--- config.mk ---
export PLATFORM = sky130hd
export DESIGN_NAME = slot_timing_gen
export DESIGN_NICKNAME = d
export VERILOG_FILES = /design/src/rtl/slot_timing_pkg.sv /design/src/rtl/slot_cycle_ctr.sv /design/src/rtl/line_block_ctr.sv /design/src/rtl/ctx_rotator.sv /design/src/rtl/slot_timing_gen.sv
export SDC_FILE = /design/constraint.sdc
export NUM_CORES = 1
export LEC_CHECK = 0
export ABC_CLOCK_PERIOD_IN_PS = 1890
export CAP_MARGIN = 15
export CORE_MARGIN = 2
export CORE_UTILIZATION = 50
export CTS_CLUSTER_DIAMETER = 60
export DETAILED_ROUTE_END_ITERATION = 12
export GPL_TIMING_DRIVEN = 0
export PLACE_DENSITY = 0.7
export SLEW_MARGIN = 5
export SYNTH_ARGS = -nofsm -noshare
export SYNTH_HDL_FRONTEND = slang
export SYNTH_SLANG_ARGS = --single-unit
--- constraint.sdc ---
create_clock -name clk -period 1.89 [get_ports clk]
set_input_delay 0.378 -clock clk [delete_from_list [all_inputs] [get_ports clk]]
set_output_delay 0.378 -clock clk [all_outputs]
set_load 0.01 [all_outputs]
--- src/rtl/slot_timing_pkg.sv ---
package slot_timing_pkg;

    localparam int unsigned DEF_SLOT_CYC   = 43;
    localparam int unsigned DEF_SLOTS_LINE = 5;
    localparam int unsigned DEF_LINES_BLK  = 4;
    localparam int unsigned DEF_BLKS_FRAME = 160;
    localparam int unsigned DEF_FIXED_CTX  = 3;
    localparam int unsigned DEF_ROT_CTX    = 4;
    localparam int unsigned CTX_W          = 3;

    typedef enum logic [1:0] {
        SK_SYNC  = 2'd0,
        SK_HOUSE = 2'd1,
        SK_CODE  = 2'd2
    } slot_kind_e;

    // Which slot type occupies a given slot of a given line.
    function automatic slot_kind_e kind_of(input logic slot_is_zero,
                                           input logic slot_is_one,
                                           input logic line_is_zero);
        if (slot_is_zero)
            return SK_SYNC;
        else if (slot_is_one && line_is_zero)
            return SK_HOUSE;
        else
            return SK_CODE;
    endfunction

endpackage

--- src/rtl/slot_cycle_ctr.sv ---
module slot_cycle_ctr #(
    parameter int unsigned SLOT_CYC   = 43,
    parameter int unsigned SLOTS_LINE = 5,
    localparam int unsigned CYC_W  = $clog2(SLOT_CYC),
    localparam int unsigned SLOT_W = (SLOTS_LINE > 1) ? $clog2(SLOTS_LINE) : 1
) (
    input  logic              clk,
    input  logic              rst,
    output logic [CYC_W-1:0]  cyc,
    output logic [SLOT_W-1:0] slot,
    output logic              line_start,
    output logic              line_end
);
    localparam logic [CYC_W-1:0]  CYC_LAST  = CYC_W'(SLOT_CYC - 1);
    localparam logic [SLOT_W-1:0] SLOT_LAST = SLOT_W'(SLOTS_LINE - 1);

    logic slot_end;

    assign slot_end   = (cyc == CYC_LAST);
    assign line_end   = slot_end && (slot == SLOT_LAST);
    assign line_start = (cyc == '0) && (slot == '0);

    always_ff @(posedge clk) begin
        if (rst) begin
            cyc  <= '0;
            slot <= '0;
        end else if (slot_end) begin
            cyc  <= '0;
            slot <= line_end ? '0 : slot + 1'b1;
        end else begin
            cyc  <= cyc + 1'b1;
        end
    end

    AST_CYC_BOUND: assert property (@(posedge clk) disable iff (rst)
        cyc <= CYC_LAST);
    AST_SLOT_HOLD: assert property (@(posedge clk) disable iff (rst)
        (cyc != CYC_LAST) |=> $stable(slot));
    AST_SLOT_BOUND: assert property (@(posedge clk) disable iff (rst)
        slot <= SLOT_LAST);

endmodule

--- src/rtl/line_block_ctr.sv ---
module line_block_ctr #(
    parameter int unsigned LINES_BLK  = 4,
    parameter int unsigned BLKS_FRAME = 160,
    localparam int unsigned LINE_W = (LINES_BLK > 1) ? $clog2(LINES_BLK) : 1,
    localparam int unsigned BLK_W  = (BLKS_FRAME > 1) ? $clog2(BLKS_FRAME) : 1
) (
    input  logic              clk,
    input  logic              rst,
    input  logic              line_end,
    output logic [LINE_W-1:0] line,
    output logic [BLK_W-1:0]  blk,
    output logic              block_end
);
    localparam logic [LINE_W-1:0] LINE_LAST = LINE_W'(LINES_BLK - 1);
    localparam logic [BLK_W-1:0]  BLK_LAST  = BLK_W'(BLKS_FRAME - 1);

    assign block_end = line_end && (line == LINE_LAST);

    always_ff @(posedge clk) begin
        if (rst) begin
            line <= '0;
            blk  <= '0;
        end else if (line_end) begin
            line <= block_end ? '0 : line + 1'b1;
            if (block_end)
                blk <= (blk == BLK_LAST) ? '0 : blk + 1'b1;
        end
    end

    AST_LINE_HOLD: assert property (@(posedge clk) disable iff (rst)
        !line_end |=> $stable(line));
    AST_BLK_BOUND: assert property (@(posedge clk) disable iff (rst)
        blk <= BLK_LAST);

endmodule

--- src/rtl/ctx_rotator.sv ---
module ctx_rotator #(
    parameter int unsigned FIXED_CTX = 3,
    parameter int unsigned ROT_CTX   = 4,
    parameter int unsigned CTX_BITS  = 3,
    localparam int unsigned POS_W  = $clog2(FIXED_CTX + 1),
    localparam int unsigned STEP_W = (ROT_CTX > 1) ? $clog2(ROT_CTX) : 1
) (
    input  logic                clk,
    input  logic                rst,
    input  logic                block_end,
    output logic [CTX_BITS-1:0] ctx_id
);
    localparam logic [POS_W-1:0]  POS_LAST  = POS_W'(FIXED_CTX);
    localparam logic [STEP_W-1:0] STEP_LAST = STEP_W'(ROT_CTX - 1);

    logic [POS_W-1:0]  pos;
    logic [STEP_W-1:0] step;

    always_ff @(posedge clk) begin
        if (rst) begin
            pos  <= '0;
            step <= '0;
        end else if (block_end) begin
            if (pos == POS_LAST) begin
                pos  <= '0;
                step <= (step == STEP_LAST) ? '0 : step + 1'b1;
            end else begin
                pos <= pos + 1'b1;
            end
        end
    end

    always_comb begin
        if (pos < POS_LAST)
            ctx_id = CTX_BITS'(pos) + CTX_BITS'(1);
        else
            ctx_id = CTX_BITS'(FIXED_CTX + 1) + CTX_BITS'(step);
    end

    AST_CTX_NONZERO: assert property (@(posedge clk) disable iff (rst)
        ctx_id != '0);
    AST_STEP_HOLD: assert property (@(posedge clk) disable iff (rst)
        (pos != POS_LAST) |=> $stable(step));

endmodule

--- src/rtl/slot_timing_gen.sv ---
module slot_timing_gen
    import slot_timing_pkg::*;
#(
    parameter int unsigned SLOT_CYC   = DEF_SLOT_CYC,
    parameter int unsigned SLOTS_LINE = DEF_SLOTS_LINE,
    parameter int unsigned LINES_BLK  = DEF_LINES_BLK,
    parameter int unsigned BLKS_FRAME = DEF_BLKS_FRAME,
    parameter int unsigned FIXED_CTX  = DEF_FIXED_CTX,
    parameter int unsigned ROT_CTX    = DEF_ROT_CTX
) (
    input  logic             clk,
    input  logic             rst,
    output logic             hsync_n,
    output logic             block_tick,
    output logic             frame_tick,
    output logic [1:0]       slot_kind,
    output logic [CTX_W-1:0] ctx_id
);
    localparam int unsigned CYC_W  = $clog2(SLOT_CYC);
    localparam int unsigned SLOT_W = (SLOTS_LINE > 1) ? $clog2(SLOTS_LINE) : 1;
    localparam int unsigned LINE_W = (LINES_BLK > 1) ? $clog2(LINES_BLK) : 1;
    localparam int unsigned BLK_W  = (BLKS_FRAME > 1) ? $clog2(BLKS_FRAME) : 1;

    logic [CYC_W-1:0]  cyc;
    logic [SLOT_W-1:0] slot;
    logic [LINE_W-1:0] line;
    logic [BLK_W-1:0]  blk;
    logic              line_start, line_end, block_end;
    slot_kind_e        kind;

    slot_cycle_ctr #(.SLOT_CYC(SLOT_CYC), .SLOTS_LINE(SLOTS_LINE)) u_slot (
        .clk(clk), .rst(rst), .cyc(cyc), .slot(slot),
        .line_start(line_start), .line_end(line_end)
    );

    line_block_ctr #(.LINES_BLK(LINES_BLK), .BLKS_FRAME(BLKS_FRAME)) u_blk (
        .clk(clk), .rst(rst), .line_end(line_end),
        .line(line), .blk(blk), .block_end(block_end)
    );

    ctx_rotator #(.FIXED_CTX(FIXED_CTX), .ROT_CTX(ROT_CTX), .CTX_BITS(CTX_W)) u_ctx (
        .clk(clk), .rst(rst), .block_end(block_end), .ctx_id(ctx_id)
    );

    assign kind       = kind_of(slot == '0, slot == SLOT_W'(1), line == '0);
    assign slot_kind  = kind;
    assign hsync_n    = rst || (kind != SK_SYNC);
    assign block_tick = !rst && line_start && (line == '0);
    assign frame_tick = block_tick && (blk == '0);

    AST_FRAME_ON_BLOCK: assert property (@(posedge clk) disable iff (rst)
        frame_tick |-> block_tick);
    AST_TICK_IN_SYNC: assert property (@(posedge clk) disable iff (rst)
        block_tick |-> !hsync_n);
    AST_TICK_SINGLE: assert property (@(posedge clk) disable iff (rst)
        block_tick |=> !block_tick);
    AST_CTX_ONLY_AT_TICK: assert property (@(posedge clk) disable iff (rst)
        !block_tick |-> $stable(ctx_id));
    AST_KIND_LEGAL: assert property (@(posedge clk) disable iff (rst)
        slot_kind != 2'd3);

endmodule

# [Word-level counts from Yosys, hierarchy flattened]
# Cells that the tools add are included.
[classes] add_sub_neg=8 mul=0 div_mod_pow=0 magnitude_cmp=1 eq_ne=7 n_shift=0 n_mux=8 bitwise=0 reduce_logical=17
[ops] op="$mux 2" count=5
[ops] op="$add 8x1->8 const B" count=1
[ops] op="$eq 8x8->1 const B" count=1
[ops] op="$logic_not 8->1" count=1
[ops] op="$mux 8" count=1
[ops] op="$logic_and 1x1->1" count=7
[ops] op="$add 2x1->2 const B" count=3
[ops] op="$add 6x1->6 const B" count=1
[ops] op="$eq 2x2->1 const B" count=3
[ops] op="$eq 6x6->1 const B" count=1
[ops] op="$logic_not 6->1" count=1
[ops] op="$mux 3" count=2
[ops] op="$reduce_and 2->1" count=2
[ops] op="$add 2x1->3 const B" count=1
[ops] op="$add 3x1->3 const B" count=1
[ops] op="$add 3x2->3 const A" count=1
[ops] op="$eq 3x1->1 const B" count=1
[ops] op="$eq 3x3->1 const B" count=1
[ops] op="$logic_not 3->1" count=1
[ops] op="$logic_not 2->1" count=1
[ops] op="$lt 2x2->1 const B" count=1
[ops] op="$reduce_bool 2->1" count=1
[ops] op="$reduce_or 2->1" count=1
[ops] op="$logic_not 1->1" count=1
[ops] op="$logic_or 1x1->1" count=1
[totals] reg_bits=23 latch_bits=0 ramBits=0 rom_bits=0 inputBits=2 word_cells=47 mem_count=0

# [Logic depth before layout (Yosys ltp)]
# Gate-level depths: netlist of the first run.
[depth] word_depth=6 mapped_depth=7 ltp_nobuf=6

# [Hierarchy]
# Synthesis of the first run repeated with hierarchy kept, for this count alone.
[hier_totals] hier_cells=135 hier_area_um2=1247.4
[modules_own_cells] module="slot_cycle_ctr" n_inst=1 cells_each=52 area_per_inst_um2=504.2 seq_area_each_um2=180.2
[modules_own_cells] module="line_block_ctr" n_inst=1 cells_each=52 area_per_inst_um2=470.5 seq_area_each_um2=200.2
[modules_own_cells] module="ctx_rotator" n_inst=1 cells_each=20 area_per_inst_um2=209.0 seq_area_each_um2=80.1
[modules_own_cells] module="slot_timing_gen" n_inst=1 cells_each=11 area_per_inst_um2=63.8 seq_area_each_um2=0.0

# [Least setup slack after synthesis of the first run]
# No wires, ideal clock.
[synth_path] kind="register to output" from="register u_slot.slot[0]" to="output frame_tick" t_arrival_ps=1565 required_ps=1512 setup_slack_ps=-53 stages_incl_launch_ff=6 path_cell_list="dfxtp_1 -> inv_1 -> ha_1 -> nand2_1 -> nor4_1 -> and4_1"
[synth_between] elab_chain_len=5
[synth_lines] element="start, declared" line="slot_cycle_ctr.sv:10" source="output logic [SLOT_W-1:0] slot,"
[synth_lines] element="start signal, assigned" line="slot_cycle_ctr.sv:29" source="slot <= line_end ? '0 : slot + 1'b1;"
[synth_lines] element="$logic_not 3->1" line="slot_cycle_ctr.sv:21" source="assign line_start = (cyc == '0) && (slot == '0);"
[synth_lines] element="$logic_and 1x1->1" line="slot_cycle_ctr.sv:21"
[synth_lines] element="$logic_and 1x1->1 (2 in series)" line="slot_timing_gen.sv:48" source="assign block_tick = !rst && line_start && (line == '0);"
[synth_lines] element="net block_tick" line="slot_timing_gen.sv:14" source="output logic block_tick,"
[synth_lines] element="$logic_and 1x1->1" line="slot_timing_gen.sv:49" source="assign frame_tick = block_tick && (blk == '0);"
[synth_lines] element="end, declared" line="slot_timing_gen.sv:15" source="output logic frame_tick,"
# The timed path passes the listed nets, and every way through them passes these cells.

# [Worst setup path in the final report of the first run]
[layout_path] from="register u_slot.slot[0]" to="output frame_tick"
[layout_between] elab_chain_len=5
[layout_lines] element="$logic_not 3->1" line="slot_cycle_ctr.sv:21"
[layout_lines] element="$logic_and 1x1->1" line="slot_cycle_ctr.sv:21"
[layout_lines] element="$logic_and 1x1->1 (2 in series)" line="slot_timing_gen.sv:48"
[layout_lines] element="$logic_and 1x1->1" line="slot_timing_gen.sv:49"
# Every way passes these cells.

==> results.yml, run 1 <==
status:
  status: "finished with violations"
  violations_in_the_final_reports: "setup timing"
critical_path:
  timing.rr.end: "u_blk.blk[7]"
  timing.reg2reg.worst_path_depth: 8
  timing.critical_path.arrival_ns: 1.53
  worst_ep_required_time_ns: 1.51
  setup.worst_path.end_class: "primary output"
  path_max_fanout: 5
  critPathSlowestCell: "dfxtp_4"
  worstPathCellList: "inv_4, ha_4, nand2_4, nor4_4, and4_1, buf_2"
  criticalPathCategory: "reg -> out"
  cp-start-kind: "register"
  reg2reg_setup_slack_ns: 0.10
  timing.rr.start: "u_slot.slot[0]"
  timing.critical_path.slowest_cell_delay_ns: 0.38
placement:
  placement.io_buffers: 8
  hpwlAfterDp_mm: 1.73
  place.detailed.instances: 187
  dpl_worst_slack_ns: -0.370
  gpl.final_weighted_congestion: 0.806
cts:
  number_of_cts_inserted_buffers: 3
  clk_root_buffer_cell: "clkbuf_4"
  clock_latency_ns: 0.30
  h-tree-depth: 1
  cts_tree: "yes"
  number_of_sinks_driven_by_the_clock_tree: 23
  clkTransAtPathRegs_ns: 0.12
  hold_buffer_count_at_cts: 0
  clock_buffer_depth: 2
sta:
  finalHoldViolations: 0
  worstMarginPinSlew_ns: 0.495
  setup_violation_total_in_the_final_timing_report: 1
  final_cycle_share_pct: 101
  post-route-min-period_ns: 1.91
  setup_slack_ns: -0.0188
  fmax_mhz: 524
  finalClockSkew_ns: 0.00224
  final-max-slew-violation-count: 0
  rsz0062_at_grt: "true"
  setup_tns_ns: -0.0188
  slew-limit-headroom_pct: 67.0
min_path:
  hold_path.class: "reg -> reg"
  min_path_cells: 1
  hold_start: "u_slot.cyc[0]"
  holdPathEnd: "u_slot.cyc[0]"
die:
  die_x_um: 54.0
  ios: 10
  placementRows: 18
  dieHeight_um: 54.0
  die_area_um2: 2910
  initial_core_utilization_pct: 51.8
  design.core.area_um2: 2410
layout:
  fin_cells: 197
  area_growth_pct: 20.4
  final_util_pct: 62.3
  antenna_cells: 0
  design.final.nets: 182
  nFillCells: 217
  drive_above_1_share_pct: 23.4
routing:
  routed_wire_length_per_instance_um: 12.8
  drtAntennaViolNets: 0
  drt-pass1-iter-count: 4
  route.vias.total: 1067
  route.final.wire_length_mm: 2.52
  detailedRoute.firstIterationViolations: 12
  number_of_vias_per_cell_after_detailed_routing: 5.42
  post-route-drc-count: 0
global_route:
  grt_antenna_before_repair: 0
  global_route.peak_usage_layer: "met2"
  met3_usage_in_global_routing_pct: 2.50
  largest_net_degree_at_the_start_of_global_routing: 13
  globalRouteMet2Util_pct: 30.1
  grt.met1_usage_pct: 24.8
  grt_first_pass_wirelength_mm: 3.96
  groute.usage.overall_pct: 18.8
  vias_in_the_first_global_route: 943
  grt_total_ovfl: 0
synthesis:
  netlist_area_um2: 1250
  area_share_of_the_largest_cell_type_after_synthesis_pct: 36.9
  synth-seq-cells: 23
  ys_seq_area_share_pct: 36.9
  synthMostInstantiatedCell: "dfxtp_1"
  syn_avg_cell_area_um2: 8.37
  ys_dominant_reg_cell: "dfxtp_1"
  synth_warnings: 0
  synth.lib_cells_used.distinct: 31
  netlist_top_cells_area: "dfxtp_1 (37%), ha_1 (12%), a21oi_1 (6.0%)"
  synth_async_sr_flop_share_pct: 0
  synth-edff-count: 0
  synth_area_leader_cell: "dfxtp_1"
  syn_inst: 149
  synth_nets: 163
  synth_common_cells: "dfxtp_1 (23), a21oi_1 (15), nand2_1 (14)"
job:
  max-cap-violations: 0
power:
  power.ir.vdd_worst_v: 0.000423
  cellPowerDensity_nw_per_um2: 516
  p_total_mw: 0.775
  cellLeakagePower_nw: 0.551
## worst max path at each step
stage                    from    endpoint  slack, ns  depth (start not counted)
4_1_cts         u_slot.cyc[0]  frame_tick      -0.16                          6
5_1_grt        u_slot.slot[0]  frame_tick      -0.11                          6
6_report       u_slot.slot[0]  frame_tick      -0.02                          6
3_3_place_gp   u_slot.slot[0]  frame_tick      -0.36                          6
3_5_place_dp   u_slot.slot[0]  frame_tick      -0.37                          6
2_1_floorplan  u_slot.slot[0]  frame_tick       0.09                          5
## layout make-up
type	instances	area, um^2	area share, %
inverter	12	47.5	3.17
buffer	6	30.0	2.00
timing repair buffer	14	105	7.00
sequential	23	473	31.5
tap	30	37.5	2.50
clock buffer	4	26.3	1.75
multi-input combinational	108	782	52.1
## critical path, delay by kind of cell, from the launching register on
kind | cells | cell delay (ns)
and+or+nand+nor | 3 | 0.50
adders and majority gates | 1 | 0.16
DFF | 1 | 0.38
buffers and inverters | 2 | 0.18
## timing repair
action,in CTS,in global routing
hold endpoints to repair,0,0
pin swaps,3,3
buffers inserted,1,5
endpoints found under the setup margin,8,5
resized for setup,23,16
## per-stage QoR
stage	hold WS, ns	instance area (um^2)
3_3_place_gp	0.448	1370
5_1_grt	0.452	1500
4_1_cts	0.417	1450
3_5_place_dp	0.460	1370
2_1_floorplan	0.440	1250
6_report	0.444	1500
## state kept, by name, summed over array words and instances (netlist names)
| name | count |
|---|---|
| u_blk.blk | 8 |
| u_slot.slot | 3 |
| u_slot.cyc | 6 |
| u_ctx.step | 2 |
| u_ctx.pos | 2 |
| u_blk.line | 2 |
## where the power goes
group	internal [mW]	switching [mW]	total [mW]
logic	0.0226	0.0298	0.0524
registers	0.489	0.00644	0.495
clock network	0.0823	0.145	0.228
total	0.594	0.182	0.775
## layer usage
layer	part of all wire, %	vias to the layer above	wire, um
li1	-	557	-
met1	51	500	1270
met2	47	8	1180
met3	1.9	2	47
met4	0.48	0	12
met5	0	-	0
## cell families (layout without fill, tap and decap cells)
kind of cell | count (synthesis) | after routing | share of synthesized area, %
xor+xnor | 7 | 7 | 4.91
buf+inv | 18 | 36 | 6.02
flops | 23 | 23 | 36.9
mux | 1 | 1 | 0.903
simple gates | 63 | 63 | 27.5
fa+ha+maj | 12 | 12 | 12.0
compound gates | 25 | 25 | 11.7
## cells in the final DEF (no fill, tap or decap), types with 3 or more instances in the layout
cell           netlist  layout
ha_4                 0       3
xor2_1               5       5
o21ai_0              6       6
a21oi_1             15      15
clkbuf_4             0       3
dfxtp_2              0       7
nand4_1              3       3
nor3_1               5       5
inv_1               12      10
buf_4                0       6
ha_1                12       9
or3_1                3       3
dlygate4sd2_1        0       4
nand2_1             14      13
nor2_1              10       8
dfxtp_1             23      15
clkbuf_1             5       6
nand3_1             12      11
No activity file was read; power rests on OpenSTA's default activity.
==> run 2, diff against run 1 <==
Settings changed: CORE_MARGIN 2 to default.
==> run 2 against run 1 <==
Compared with the run above:
- the run still ends with setup timing left
- final cell count rose by 1.0%
- sequential share of layout area fell by 0.56 points
- clock skew rose by 0.00083 ns
- first-iteration DRC count rose by 58%
- critical path type unchanged
- critical endpoint unchanged
- largest power group unchanged
==> results.yml, run 2 (synthesis gave the netlist of run 1 again) <==
placement:
  gpl.final_weighted_congestion: 0.840
  place.detailed.instances: 185
  hpwlAfterDp_mm: 1.75
  placement.io_buffers: 8
  dpl_worst_slack_ns: -0.419
  dpl_cell_area_um2: 1370
critical_path:
  timing.rr.end: "u_blk.blk[7]"
  setup.worst_path.end_class: "primary output"
  cp-start-kind: "register"
  timing.reg2reg.worst_path_depth: 8
  timing.critical_path.arrival_ns: 1.60
  reg2reg_setup_slack_ns: 0.10
  timing.rr.start: "u_slot.slot[0]"
  worst_ep_required_time_ns: 1.51
  path_max_fanout: 3
  criticalPathCategory: "reg -> out"
die:
  ios: 10
  die_x_um: 52.0
  design.core.area_um2: 2280
  dieHeight_um: 52.0
  placementRows: 17
  initial_core_utilization_pct: 54.8
  die_area_um2: 2700
power:
  power.ir.vdd_worst_v: 0.000371
  power_frac_seq_pct: 61.9
  power.internal_mw: 0.607
  cellPowerDensity_nw_per_um2: 523
  total_switching_power_mw: 0.194
  p_comb_share_pct: 8.4
  cellLeakagePower_nw: 0.570
  clock_power_share_pct: 29.6
  sw_frac_of_total_pct: 24.3
sta:
  final_cycle_share_pct: 105
  post-route-min-period_ns: 1.98
  fmax_mhz: 506
  worstMarginPinSlew_ns: 0.467
  slew-limit-headroom_pct: 68.9
  finalClockSkew_ns: 0.00307
  rsz0062_at_grt: "true"
  finalHoldViolations: 0
  setup_tns_ns: -0.0871
  setup_slack_ns: -0.0871
  final-max-slew-violation-count: 0
  setup_violation_total_in_the_final_timing_report: 1
routing:
  drt-pass1-iter-count: 4
  route.vias.total: 1130
  detailedRoute.firstIterationViolations: 19
  route.final.wire_length_mm: 2.56
  post-route-drc-count: 0
  drtAntennaViolNets: 0
  number_of_vias_per_cell_after_detailed_routing: 5.68
  routed_wire_length_per_instance_um: 12.9
layout:
  top_regs: "u_blk.blk (8), u_slot.cyc (6), u_slot.slot (3)"
  largest_reg_flops: 8
  fin_area_um2: 1530
  commonest_non_fill_non_tap_cell_in_the_layout: "a21oi_1"
  top_register: "u_blk.blk"
  most-common-layout-cells: "a21oi_1 (15), nand2_1 (13), dfxtp_1 (12)"
  fin_cells: 199
  drive_above_1_share_pct: 30.4
  design.final.nets: 186
  antenna_cells: 0
  area_growth_pct: 22.9
cts:
  number_of_sinks_driven_by_the_clock_tree: 23
  number_of_cts_inserted_buffers: 3
  h-tree-depth: 1
  clock_latency_ns: 0.32
  clkTransAtPathRegs_ns: 0.13
  clk_root_buffer_cell: "clkbuf_4"
  cts_tree: "yes"
  clock_buffer_depth: 2
job:
  max-cap-violations: 0
global_route:
  groute.usage.overall_pct: 22.5
  grt_antenna_before_repair: 0
  grt_first_pass_wirelength_mm: 4.45
  largest_net_degree_at_the_start_of_global_routing: 13
  grt_total_ovfl: 0
  vias_in_the_first_global_route: 1020
min_path:
  hold_path.class: "in -> reg"
  holdPathEnd: "u_blk.blk[7]"
  hold_start: "rst"
  min_path_cells: 2
status:
  violations_in_the_final_reports: "setup timing"
  status: "finished with violations"
## run 2: worst max path at each step
| stage | startpoint | end | cells after the start |
|---|---|---|---|
| 2_1_floorplan | u_slot.slot[0] | frame_tick | 5 |
| 3_3_place_gp | u_slot.slot[0] | frame_tick | 6 |
| 3_5_place_dp | u_slot.slot[0] | frame_tick | 6 |
| 4_1_cts | u_blk.line[1] | frame_tick | 7 |
| 5_1_grt | u_slot.slot[1] | frame_tick | 7 |
| 6_report | u_slot.slot[0] | frame_tick | 7 |
## run 2: per-stage QoR
stage	power, mW	hold slack (ns)	util [%]
after floorplan	0.537	0.440	-
after global placement	0.555	0.450	60.1
after detailed placement	0.557	0.465	60.1
after CTS	0.808	0.421	66.6
after global routing	0.839	0.461	67.3
final	0.801	0.453	67.3
## run 2: power by group through the flow
stage / Sequential [mW] / Clock, mW / Combinational (mW)
3_5_place_dp: 0.507 / 0 / 0.0500
2_1_floorplan: 0.506 / 0 / 0.0310
6_report: 0.496 / 0.237 / 0.0677
4_1_cts: 0.496 / 0.249 / 0.0636
5_1_grt: 0.498 / 0.267 / 0.0747
3_3_place_gp: 0.507 / 0 / 0.0484
## run 2: final cells by class
cell class / instances / area [um^2]
Multi-Input combinational cell: 108 / 785
Fill cell: 181 / 743
Sequential cell: 23 / 474
Timing Repair Buffer: 18 / 138
Inverter: 12 / 45.0
Tap cell: 28 / 35.0
Buffer: 6 / 30.0
Clock buffer: 4 / 26.3
## run 2: repair_timing
action                                  4_1_cts  5_1_grt
endpoints found under the setup margin        8        5
pin swaps                                     5        4
resized for setup                            38       11
buffers inserted                              9        1
hold buffers                                  0        0
## run 2: layer usage
layer  GRT usage (%)  vias up  part of all wire, %  routed length, um
met4            9.46        0                  1.3                 33
li1                -      564                    -                  -
met3            3.51        4                  2.5                 64
met2            37.0       15                   46               1170
met5               0        -                    0                  0
met1            28.8      547                   50               1290
## run 2: worst max-delay path: stages (launching register included)
cell and delay [ns]:
dfxtp_2 0.35, inv_2 0.07, ha_4 0.16, nand2_4 0.05, nor4_4 0.22, buf_4 0.15
and4_1 0.15, buf_2 0.12
